## src/rtl/lpt_pkg.sv

```systemverilog
package lpt_pkg;
   typedef enum logic [1:0] {
      ST_IDLE,
      ST_SEEK,
      ST_WAIT
   } lpt_state_e;

   typedef enum logic [1:0] {
      RD_DATA,
      RD_NEXT,
      RD_PREV
   } lpt_rd_e;
endpackage

```

## src/rtl/lpt_locate.sv

```systemverilog
module lpt_locate #(
   parameter int AW         = 48,
   parameter int PAGE_SHIFT = 12,
   parameter int WIN_SHIFT  = 20
) (
   input  logic [AW-1:0]                   addr,
   input  logic [AW-1:0]                   base,
   output logic                            below,
   output logic [AW-WIN_SHIFT-1:0]         win_idx,
   output logic [WIN_SHIFT-PAGE_SHIFT-1:0] slot
);
   logic [AW-1:0] base_al;
   logic [AW-1:0] offset;

   assign base_al = {base[AW-1:WIN_SHIFT], {WIN_SHIFT{1'b0}}};
   assign below   = addr < base_al;
   assign offset  = addr - base_al;
   assign win_idx = offset[AW-1:WIN_SHIFT];
   assign slot    = offset[WIN_SHIFT-1:PAGE_SHIFT];
endmodule

```

## src/rtl/lpt_entry_dec.sv

```systemverilog
module lpt_entry_dec #(
   parameter int AW         = 48,
   parameter int EW         = 64,
   parameter int PAGE_SHIFT = 12,
   parameter bit CHECK_SBZ  = 1'b0
) (
   input  logic [EW-1:0]         entry,
   output logic                  valid,
   output logic [AW-PAGE_SHIFT-1:0] page
);
   assign page = entry[AW-1:PAGE_SHIFT];

   generate
      if (CHECK_SBZ) begin : g_strict
         assign valid = entry[0] && (entry[PAGE_SHIFT-1:1] == '0);
      end else begin : g_loose
         assign valid = entry[0];
      end
   endgenerate
endmodule

```

## src/rtl/lpt_xlate.sv

```systemverilog
module lpt_xlate
   import lpt_pkg::*;
#(
   parameter int AW         = 48,
   parameter int EW         = 64,
   parameter int PAGE_SHIFT = 12,
   parameter int WIN_SHIFT  = 20,
   parameter bit CHECK_SBZ  = 1'b0
) (
   input  logic          clk,
   input  logic          rst,
   input  logic [AW-1:0] cfg_in_base,
   input  logic [AW-1:0] cfg_tbl_base,
   input  logic          req_valid,
   output logic          req_ready,
   input  logic [AW-1:0] req_addr,
   output logic          rsp_valid,
   output logic          rsp_fault,
   output logic [AW-1:0] rsp_addr,
   output logic          mem_req,
   output logic [AW-1:0] mem_addr,
   input  logic          mem_rvalid,
   input  logic [EW-1:0] mem_rdata,
   output logic          fault_flag
);
   localparam int PG_W      = AW - PAGE_SHIFT;
   localparam int TI_W      = AW - WIN_SHIFT;
   localparam int SL_W      = WIN_SHIFT - PAGE_SHIFT;
   localparam int EB_SH     = $clog2(EW / 8);
   localparam int ESL_W     = PAGE_SHIFT - EB_SH;
   localparam int SLOT_NEXT = (1 << ESL_W) - 1;
   localparam int SLOT_PREV = SLOT_NEXT - 1;

   generate
      if (AW > EW || AW <= WIN_SHIFT) begin : g_bad_aw
         $error("lpt_xlate: AW must exceed WIN_SHIFT and not exceed EW");
      end
      if (SL_W + 1 > ESL_W) begin : g_bad_win
         $error("lpt_xlate: data pointers must fit in half a table page");
      end
      if (EW != 64) begin : g_bad_ew
         $error("lpt_xlate: entry width must be 64");
      end
   endgenerate

   lpt_state_e        state_q;
   lpt_rd_e           kind_q;
   logic [AW-1:0]     addr_q;
   logic [TI_W-1:0]   tgt_q;
   logic [SL_W-1:0]   slot_q;
   logic [PG_W-1:0]   cur_pg_q;
   logic [TI_W-1:0]   cur_ti_q;
   logic              mem_req_q;
   logic [AW-1:0]     mem_addr_q;
   logic              rsp_valid_q;
   logic              rsp_fault_q;
   logic [AW-1:0]     rsp_addr_q;
   logic              fault_q;

   logic              in_below;
   logic [TI_W-1:0]   in_win;
   logic [SL_W-1:0]   in_slot;
   logic              ent_ok;
   logic [PG_W-1:0]   ent_pg;
   logic [ESL_W-1:0]  seek_slot;
   lpt_rd_e           seek_kind;

   lpt_locate #(.AW(AW), .PAGE_SHIFT(PAGE_SHIFT), .WIN_SHIFT(WIN_SHIFT)) u_locate (
      .addr    (req_addr),
      .base    (cfg_in_base),
      .below   (in_below),
      .win_idx (in_win),
      .slot    (in_slot)
   );

   lpt_entry_dec #(.AW(AW), .EW(EW), .PAGE_SHIFT(PAGE_SHIFT), .CHECK_SBZ(CHECK_SBZ)) u_dec (
      .entry (mem_rdata),
      .valid (ent_ok),
      .page  (ent_pg)
   );

   always_comb begin
      if (tgt_q == cur_ti_q) begin
         seek_slot = ESL_W'(slot_q);
         seek_kind = RD_DATA;
      end else if (tgt_q > cur_ti_q) begin
         seek_slot = ESL_W'(SLOT_NEXT);
         seek_kind = RD_NEXT;
      end else begin
         seek_slot = ESL_W'(SLOT_PREV);
         seek_kind = RD_PREV;
      end
   end

   always_ff @(posedge clk) begin
      if (rst) begin
         state_q     <= ST_IDLE;
         kind_q      <= RD_DATA;
         addr_q      <= '0;
         tgt_q       <= '0;
         slot_q      <= '0;
         cur_pg_q    <= cfg_tbl_base[AW-1:PAGE_SHIFT];
         cur_ti_q    <= '0;
         mem_req_q   <= 1'b0;
         mem_addr_q  <= '0;
         rsp_valid_q <= 1'b0;
         rsp_fault_q <= 1'b0;
         rsp_addr_q  <= '0;
         fault_q     <= 1'b0;
      end else begin
         rsp_valid_q <= 1'b0;
         mem_req_q   <= 1'b0;
         unique case (state_q)
            ST_IDLE: begin
               if (req_valid) begin
                  addr_q <= req_addr;
                  tgt_q  <= in_win;
                  slot_q <= in_slot;
                  if (in_below) begin
                     rsp_valid_q <= 1'b1;
                     rsp_fault_q <= 1'b1;
                     rsp_addr_q  <= '0;
                     fault_q     <= 1'b1;
                  end else begin
                     state_q <= ST_SEEK;
                  end
               end
            end
            ST_SEEK: begin
               mem_req_q  <= 1'b1;
               mem_addr_q <= {cur_pg_q, seek_slot, {EB_SH{1'b0}}};
               kind_q     <= seek_kind;
               state_q    <= ST_WAIT;
            end
            ST_WAIT: begin
               if (mem_rvalid) begin
                  if (!ent_ok) begin
                     rsp_valid_q <= 1'b1;
                     rsp_fault_q <= 1'b1;
                     rsp_addr_q  <= '0;
                     fault_q     <= 1'b1;
                     state_q     <= ST_IDLE;
                  end else if (kind_q == RD_DATA) begin
                     rsp_valid_q <= 1'b1;
                     rsp_fault_q <= 1'b0;
                     rsp_addr_q  <= {ent_pg, addr_q[PAGE_SHIFT-1:0]};
                     state_q     <= ST_IDLE;
                  end else begin
                     cur_pg_q <= ent_pg;
                     cur_ti_q <= (kind_q == RD_NEXT) ? cur_ti_q + 1'b1 : cur_ti_q - 1'b1;
                     state_q  <= ST_SEEK;
                  end
               end
            end
            default: state_q <= ST_IDLE;
         endcase
      end
   end

   assign req_ready  = (state_q == ST_IDLE);
   assign rsp_valid  = rsp_valid_q;
   assign rsp_fault  = rsp_fault_q;
   assign rsp_addr   = rsp_addr_q;
   assign mem_req    = mem_req_q;
   assign mem_addr   = mem_addr_q;
   assign fault_flag = fault_q;

   AST_MEM_PULSE: assert property (@(posedge clk) disable iff (rst)
      mem_req |=> !mem_req) else $error("mem_req held");
   AST_ONE_INFLIGHT: assert property (@(posedge clk) disable iff (rst)
      (req_valid && req_ready) |=> (!req_ready || rsp_valid)) else $error("second request taken");
   AST_FAULT_STICKY: assert property (@(posedge clk) disable iff (rst)
      fault_flag |=> fault_flag) else $error("fault flag cleared");
   AST_FAULT_FLAGGED: assert property (@(posedge clk) disable iff (rst)
      (rsp_valid && rsp_fault) |-> fault_flag) else $error("fault not flagged");
   AST_FAULT_NO_ADDR: assert property (@(posedge clk) disable iff (rst)
      (rsp_valid && rsp_fault) |-> (rsp_addr == '0)) else $error("fault with address");
endmodule

```

## config.mk

```make
export PLATFORM = sky130hd
export DESIGN_NAME = lpt_xlate
export DESIGN_NICKNAME = d
export VERILOG_FILES = /design/src/rtl/lpt_pkg.sv /design/src/rtl/lpt_locate.sv /design/src/rtl/lpt_entry_dec.sv /design/src/rtl/lpt_xlate.sv
export SDC_FILE = /design/constraint.sdc
export NUM_CORES = 1
export LEC_CHECK = 0
export BUFFER_PORTS_ARGS = -buffer_cell sky130_fd_sc_hd__buf_4
export CAP_MARGIN = 20
export CORE_UTILIZATION = 53
export CTS_CLUSTER_DIAMETER = 50
export CTS_CLUSTER_SIZE = 40
export DETAILED_ROUTE_END_ITERATION = 12
export GPL_TIMING_DRIVEN = 0
export HOLD_SLACK_MARGIN = 0.02
export PLACE_DENSITY_LB_ADDON = 0.15
export SETUP_SLACK_MARGIN = 0.5
export SLEW_MARGIN = 20
export SYNTH_ARGS = -nofsm -noshare
export SYNTH_HDL_FRONTEND = slang
export SYNTH_SLANG_ARGS = --single-unit
export TNS_END_PERCENT = 20
```

## constraint.sdc

```tcl
create_clock -name clk -period 4.4 [get_ports clk]
set_input_delay 0.22 -clock clk [delete_from_list [all_inputs] [get_ports clk]]
set_output_delay 0.22 -clock clk [all_outputs]
set_load 0.05 [all_outputs]
```

## After elaboration in Yosys (flattened, before gate mapping)

Cells that the tools add are included.
W data, S select, Z words.

| operators by class | value |
|---|---|
| order comparisons | 2 |
| $add $sub $neg | 3 |
| equality and inequality tests | 11 |
| mux-type cells | 38 |
| bitwise gates (word level) | 1 |
| reduce and logical (&&, ||, !) cells | 12 |

Operator list:

| cell | count |
|---|---|
| $mux W48 | 5 |
| $mux W36 | 5 |
| $pmux W48 S2 | 1 |
| $lt A48 B48 Y1 | 1 |
| $sub A48 B48 Y48 | 1 |
| $add A28 B1 Y28 const B | 1 |
| $eq A28 B28 Y1 | 1 |
| $gt A28 B28 Y1 | 1 |
| $mux W28 | 1 |
| $sub A28 B1 Y28 const B | 1 |
| $mux W1 | 16 |
| $mux W2 | 5 |
| $ne A2 B2 Y1 const B | 5 |
| $reduce_and A5 Y1 | 2 |
| $mux W9 | 1 |
| $reduce_and A4 Y1 | 2 |
| $reduce_bool A2 Y1 | 4 |
| $pmux W1 S2 | 3 |
| $pmux W2 S3 | 1 |
| $eq A2 B1 Y1 const B | 2 |
| $logic_not A2 Y1 | 2 |
| $ne A3 B3 Y1 const B | 1 |
| $reduce_and A3 Y1 | 1 |
| $eq A2 B2 Y1 const B | 1 |
| other kinds (3) | 3 |

| storage, ports and cells | value |
|---|---|
| output and inout bits | 101 |
| register bits | 213 |
| input bits | 212 |

## Depth between registers and ports, before layout

Gate-level depths: netlist of the first run.

| depth | value |
|---|---|
| depth after elaboration | 6 |
| depth in mapped cells | 14 |

## Cells and area by module

Synthesis of the first run repeated with hierarchy kept, for this count alone.

| second synthesis, totals | value |
|---|---|
| cell total of the unflattened synthesis | 1,455 |
| area, all modules | 11,990.2 um^2 |

By module, submodules not included:

| module | cells each | area an instance (um^2) | times used |
|---|---|---|---|
| lpt_xlate | 1,167 | 10,032.1 | 1 |
| lpt_locate | 251 | 1,680.4 | 1 |
| lpt_entry_dec | 37 | 277.8 | 1 |

## Worst setup path before layout of the first run

No wires, ideal clock.

| path | value |
|---|---|
| path type | flip-flop to flip-flop |
| from | register kind_q[1] |
| to | register cur_ti_q[26] |
| stages on the path, launching flop included | 12 |
| buffers on the path | 0 |
| path slack | 0.825 ns |
| data arrival time | 3.444 ns |
| required time | 4.269 ns |
| library setup time | 0.131 ns |
| path through | dfxtp_1 > nand2b_1 > fa_1 > a21o_1 > a21o_1 > a2111oi_0 > o21ai_0 > a31oi_1 > o21ai_0 > a211oi_1 > o211a_1 > nor3_1 |

| between the ends | value |
|---|---|
| longest elaborated chain between the ends | 3 |
| elaborated cells between the ends (all ways) | 5 |
| those cells by class | eq/ne (1); mux (1); bitwise (1); reduce/logical (2) |

Ends and longest elaborated chain:

| what | RTL line | text |
|---|---|---|
| from (decl) | lpt_xlate.sv:47 | `lpt_rd_e kind_q;` |
| from (signal assigned) | lpt_xlate.sv:132 | `kind_q <= seek_kind;` |
| $logic_not A2 Y1 | lpt_xlate.sv:143 | `end else if (kind_q == RD_DATA) begin` |
| $not A1 Y1 (no line) | n/a |  |
| $reduce_and A4 Y1 (no line) | n/a |  |
| to (signal assigned) | lpt_xlate.sv:150 | `cur_ti_q <= (kind_q == RD_NEXT) ? cur_ti_q + 1'b1 : cur_ti_q - 1'b1;` |
| to (decl) | lpt_xlate.sv:52 | `logic [TI_W-1:0] cur_ti_q;` |

Parallel ways exist; a longest one is shown, timed or not.
A chain may end at the register's enable or synchronous reset.

## Worst setup path after layout of the first run

| path | value |
|---|---|
| from | input cfg_in_base[20] |
| to | register rsp_addr_q[39] (netlist: rsp_addr[39]) |

| between the ends | value |
|---|---|
| longest elaborated chain between the ends | 3 |

Ends and longest elaborated chain:

| what | RTL line | text |
|---|---|---|
| from (decl) | lpt_xlate.sv:12 | `input logic [AW-1:0] cfg_in_base,` |
| $lt A48 B48 Y1 | lpt_locate.sv:16 | `assign below = addr < base_al;` |
| $ne A2 B1 Y1 (no line) | n/a |  |
| $reduce_and A5 Y1 (no line) | n/a |  |
| to (signal assigned) | lpt_xlate.sv:146 | `rsp_addr_q <= {ent_pg, addr_q[PAGE_SHIFT-1:0]};` |
| to (decl) | lpt_xlate.sv:57 | `logic [AW-1:0] rsp_addr_q;` |

Every way passes these cells.

==> results of run 1 <==
[sequential cells by signal, summed over array words and instances (netlist names)]
signal and flops:
state_q 2, addr_q 12, slot_q 8, rsp_addr 48, fault_flag 1, kind_q 2
rsp_valid 1, mem_addr 45, cur_pg_q 36, mem_req 1, tgt_q 28, rsp_fault 1
cur_ti_q 28
[worst max-delay path by stage]
| stage | endpoint | cells after the start |
|---|---|---|
| after floorplan | cur_ti_q[26] | 11 |
| after global placement | cur_ti_q[26] | 11 |
| after detailed placement | cur_ti_q[26] | 11 |
| after CTS | rsp_addr[22] | 15 |
| after global routing | cur_ti_q[26] | 11 |
| final | rsp_addr[39] | 15 |
[metal layers]
metal	GRT usage	vias up	routed length [um]
li1	-	5533	-
met1	0.3884	5215	14600
met2	0.4904	401	15220
met3	0.05679	79	2342
met4	0.1201	0	1205
met5	0	-	0
[through the flow]
step	utilization	power (mW)	setup TNS [ns]	area [um2]	setup slack [ns]
floorplan	-	2.827	0	11300	0.8246
global placement	0.6451	3.142	-0.08553	13520	-0.08553
detailed placement	0.6465	3.163	0	13550	0.3496
CTS	0.7154	5.293	0	14990	0.5480
global route	0.7160	5.502	0	15000	0.3334
finish	0.7160	5.299	0	15000	0.6497
[report_power, final]
part	internal (mW)	switching, mW
Sequential	2.08	0.0490
Clock	1.15	0.963
Combinational	0.444	0.622
Total	3.67	1.63
[cell type report]
cell class                      count  area share
Clock buffer                       26     0.04337
Buffer                             74     0.01960
Timing Repair Buffer              308      0.1651
Tap cell                          275     0.02293
Antenna cell                        1   0.0001668
Clock inverter                     18     0.01376
Sequential cell                   213      0.3082
Multi-Input combinational cell   1024      0.3975
Inverter                          117     0.02927
[logic make-up (layout without fill, tap and decap cells)]
family | Yosys count | in the layout | share of synthesized area
adders and majority gates | 84 | 84 | 0.09436
other | 1 | 4 | 0.0003319
DFF | 213 | 213 | 0.4093
AOI/OAI and AO/OA | 383 | 383 | 0.1987
buffers and inverters | 191 | 543 | 0.06457
and+or+nand+nor | 509 | 509 | 0.1978
xor gates and xnor gates | 45 | 45 | 0.03489
[repair_timing]
| action | CTS | global route |
|---|---|---|
| setup endpoints to repair | 1 | 50 |
| hold buffers | 58 | 0 |
| endpoints found under the hold margin | 58 | 0 |
| gates resized for setup | 1 | 7 |
[critical path, stage by stage]
cell and delay, ns:
dlygate4sd3_1 0.54, buf_4 0.13, ha_1 0.22, fa_1 0.39, nor2b_1 0.24, o2111ai_1 0.17, a211oi_1 0.32, o211a_1 0.22
o41a_1 0.27, a21o_1 0.21, o2bb2ai_2 0.28, buf_2 0.35, clkbuf_1 0.39, nand2_1 0.11, a21oi_1 0.14
[layout by cell type, fill, tap and decap left out, types with 17 or more instances in the layout]
cell,Yosys,layout
edfxtp_1,36,36
inv_1,117,116
nor2_1,67,67
dlygate4sd3_1,0,58
o21ai_0,70,70
nand2_1,306,306
ha_1,82,82
xnor2_1,28,28
or3_1,50,50
xor2_1,17,17
nor3_1,22,22
a21oi_1,199,199
a21o_1,42,42
clkbuf_16,0,26
buf_4,3,252
clkbuf_1,67,64
dfxtp_1,177,177
==> impl_metrics.tcl, run 1 <==
set metrics [dict create \
    hp-class "primary input to flop" \
    critical_path_required_ns 4.85 \
    register_area_mm2 0.004624 \
    drt_iter0_markers 666 \
    grt-ovfl-total 0 \
    die_h_um 148.0 \
    viasPerCell 5.461 \
    cts_setup_buffers 0 \
    irDropWorstVdd_uv 319.5 \
    yosys-top-cells-count "306 x nand2_1, 199 x a21oi_1, 177 x dfxtp_1" \
    grt_max_degree 29 \
    grt_pass1_wl_um 52700 \
    min_from "req_valid" \
    cts_buffer_depth 3 \
    yosys_warnings 0 \
    track_usage 0.2997 \
    clkTransAtPathRegs_ns 0.07 \
    maxCapViolations 0 \
    num_io_pins 313 \
    row_count 53 \
    worst_pin_slew_ns 0.8147 \
    totalWireLength_um 33370 \
    instances_no_fill 2056 \
    synth_top_area_frac 0.3137 \
    critPathLaunchType "primary input" \
    slew_headroom 0.4569 \
    yosysMostFrequentCell "nand2_1" \
    dpl.hpwl_um 24110 \
    ant_nets 0 \
    initial_core_util 0.5391 \
    syn_area_mm2 0.01130 \
    r2r_cells 11 \
    cellPowerDensity_mw_per_mm2 353.2 \
    die_w_um 148.0 \
    hold_path_end "state_q[0]" \
    arrival_ns 4.20 \
    nFillCells 1637 \
    ctsHtreeMaxLevel 1 \
    clkSinkCount 213 \
    dr_total_vias 11230 \
    yosys.area.top_type "dfxtp_1" \
    outcome "finished clean" \
    min_period_over_period 0.8523 \
    cp_max_fo 10 \
    placedCellCount 1953 \
    ys_types 59 \
    r2r-end "cur_ti_q[26]" \
    num-nets-final 2058 \
    dieArea_mm2 0.02190 \
    cts_tree "built" \
    r2r_start "kind_q[0]" \
    grt_pass1_vias 10750 \
    multi_input_comb_area_mm2 0.005964 \
    drt_pre_antenna_iters 5 \
    numCtsBuffers 24 \
    ys_seq_area_frac 0.4093 \
    setup_viol 0 \
    holdWs_ns 0.03267 \
    crit_type "primary input to flop" \
    rsz0062_at_grt "yes" \
    synth_async_sr_flop_share 0 \
    core_region_area_mm2 0.02096 \
    drv_slew 0 \
    post-route-drc-count 0 \
    avgSynthCellArea_um2 7.922 \
    startpoint "cfg_in_base[20]" \
    p_leak_nw 6.642 \
    ys.flop_type "dfxtp_1" \
    min_period_ns 3.750 \
    hold_depth 3 \
    drive_gt1_frac 0.1742 \
    synth_cells 1426 \
    wl_per_cell_um 16.23 \
    cts_root_buffer "clkbuf_16" \
    finalClockSkew_ns 0.01748 \
    areaGrowthSynthToFinish_pct 32.81 \
    place.gp.congestion 0.8850 \
    synthTopCellsByArea "dfxtp_1 31%, nand2_1 10%, edfxtp_1 9.6%" \
    synth_edf_count 36 \
    report.final.hold_viol_count 0 \
    io_buffers 249 \
    r2r_slack_ns 0.69 \
    max_freq_ghz 0.2666 \
    clk_latency_ns 0.53 \
    antenna_found_initial 1 \
    ys_ff_latch 213 \
    cp-end-kind "flop" \
]
(Power assumes the default switching activity.)
==> run 2: changes to the inputs <==
- ABC_CLOCK_PERIOD_IN_PS: default -> 4400
- BUFFER_PORTS_ARGS: -buffer_cell sky130_fd_sc_hd__buf_4 -> default
- CORE_ASPECT_RATIO: default -> 0.5
- CORE_UTILIZATION: 53 -> 60
- DONT_BUFFER_PORTS: default -> 1
==> run 2 against run 1 <==
Net effect: design area is 11% lower; cell count decreased by 11%; clock-buffer cell count fell by 13; sequential power is 4% higher; critical endpoint is now cur_ti_q[26]; critical path type is now flop to flop.
==> impl_metrics.tcl, run 2 (synthesis results as in run 1) <==
set metrics [dict create \
    outcome "finished clean" \
    dpl.hpwl_um 23130 \
    power_mw 4.502 \
    io_buffers 0 \
    hp-class "primary input to flop" \
    min_from "cfg_in_base[21]" \
    antennaDiodeCount 0 \
    areaGrowthSynthToFinish_pct 18.62 \
    crit_slowest_cell "a2111oi_1" \
    p_seq_frac 0.490 \
    drive_gt1_frac 0.02598 \
    irDropWorstVdd_uv 208.7 \
    crit_chain "nand2b_4, fa_1, a21o_1, a21o_1, a2111oi_1, o21ai_1, a31oi_2, o21ai_0, a211oi_1, o211a_1, nor3_1" \
    worst_pin_slew_ns 1.038 \
    drv_slew 0 \
    maxCapViolations 0 \
    viasPerCell 5.811 \
    hold_depth 2 \
    layout_common_cells "306 x nand2_1, 199 x a21oi_1, 177 x dfxtp_1" \
    cp-end-kind "flop" \
    slowest_delay_ns 0.53 \
    combPwrFrac 0.202 \
    cts_root_buffer "clkbuf_16" \
    core_region_area_mm2 0.01844 \
    cp_common_cell "a21o_1" \
    report.final.hold_viol_count 0 \
    antenna_found_initial 0 \
    r2r_slack_ns 0.72 \
    multi_input_comb_area_mm2 0.005971 \
    p_int_mw 3.106 \
    r2r_cells 11 \
    min_period_ns 3.683 \
    min_period_over_period 0.8371 \
    track_usage 0.3310 \
    wl_per_cell_um 17.75 \
    ctsHtreeMaxLevel 1 \
    final_common_cell "nand2_1" \
    num_io_pins 313 \
    cellPowerDensity_mw_per_mm2 336.0 \
    grt_pass1_wl_um 52000 \
    totalWireLength_um 32610 \
    placedCellCount 1688 \
    p_switching_mw 1.397 \
    numCtsBuffers 13 \
    clkTransAtPathRegs_ns 0.13 \
    setup_viol 0 \
    hold_path_end "tgt_q[1]" \
    row_count 35 \
    startpoint "kind_q[0]" \
    cp_max_fo 28 \
    max_freq_ghz 0.2715 \
    grt_max_degree 35 \
    die_h_um 99.03 \
    swShare 0.3102 \
    slew_headroom 0.3056 \
    register_area_mm2 0.004624 \
    grt_pass1_vias 10570 \
    arrival_ns 4.08 \
    cts_tree "built" \
    dr_total_vias 10680 \
    critical_path_required_ns 4.79 \
    rsz0062_at_grt "yes" \
    drt_iter0_markers 670 \
    cts_buffer_depth 3 \
    num-nets-final 1867 \
    largest_reg_flops 48 \
    crit_type "flop to flop" \
    initial_core_util 0.6128 \
    r2r-end "cur_ti_q[26]" \
    post-route-drc-count 0 \
    clkSinkCount 213 \
    p_clk_frac 0.308 \
    nFillCells 1357 \
    grt-ovfl-total 0 \
    place.gp.congestion 0.8623 \
    finalClockSkew_ns 0.06783 \
    dieArea_mm2 0.01941 \
    p_leak_nw 5.485 \
    drt_pre_antenna_iters 6 \
    critPathLaunchType "flop" \
    ant_nets 0 \
    clk_latency_ns 0.51 \
    cts_setup_buffers 0 \
    instances_no_fill 1837 \
    r2r_start "kind_q[0]" \
    die_w_um 196.1 \
]
## run 2: cell types whose count changed in the layout (fill, tap and decap cells not counted), sizes merged
cell / change
buf: -249
bufinv: +1
clkbuf: -13
clkinv: -5
diode: -1
dlygate4sd3: +69
inv: -5
## run 2: what timing repair did
item,CTS,global route
setup endpoints to repair,1,53
resized for setup,1,11
hold buffers,127,0
endpoints found under the hold margin,96,0
## run 2: area by class of cell
class | count | share of cell area
Clock buffer | 13 | 0.02428
Inverter | 117 | 0.03277
Sequential cell | 213 | 0.3451
Multi-Input combinational cell | 1024 | 0.4456
Tap cell | 259 | 0.02418
Timing Repair Buffer | 128 | 0.09636
Buffer | 74 | 0.02204
Clock inverter | 9 | 0.009711
## run 2: how the worst max path moves through the flow
stage                               to  slack (ns)
after CTS                 cur_ti_q[26]        0.52
after detailed placement  cur_ti_q[26]        0.24
after floorplan           cur_ti_q[26]        0.82
final                     cur_ti_q[26]        0.72
after global routing      rsp_addr[16]        0.41
after global placement    cur_ti_q[26]       -0.08
## run 2: critical path, delay by kind of cell (launching register included)
kind	cells	cell delay [ns]
adders and majority gates	1	0.49
AOI/OAI and AO/OA	8	2.30
and+or+nand+nor	2	0.31
DFF	1	0.45
## run 2: per-stage QoR
step / setup TNS, ns / instance area, um2 / hold WS, ns / setup slack, ns / utilization
finish: 0 / 13400 / 0.03334 / 0.7167 / 0.7268
floorplan: 0 / 11300 / 0.3560 / 0.8246 / -
detailed placement: 0 / 11650 / 0.3630 / 0.2447 / 0.6320
global route: 0 / 13400 / 0.02249 / 0.4138 / 0.7268
CTS: 0 / 13380 / 0.02060 / 0.5151 / 0.7259
global placement: -0.08299 / 11630 / 0.3607 / -0.08299 / 0.6307
## run 2: routing by layer
layer / GRT usage / wire [um] / vias to the layer above
li1: - / - / 5139
met1: 0.4106 / 13520 / 5022
met2: 0.5814 / 15610 / 425
met3: 0.06263 / 2482 / 89
met4: 0.1118 / 994 / 0
met5: 0 / 0 / -
## run 2: power groups by stage
| stage | clock network [mW] | logic (mW) | registers, mW |
|---|---|---|---|
| floorplan | 0 | 0.596 | 2.23 |
| global placement | 0 | 0.742 | 2.25 |
| detailed placement | 0 | 0.774 | 2.25 |
| CTS | 1.40 | 0.882 | 2.20 |
| global route | 1.47 | 1.01 | 2.21 |
| finish | 1.39 | 0.907 | 2.21 |
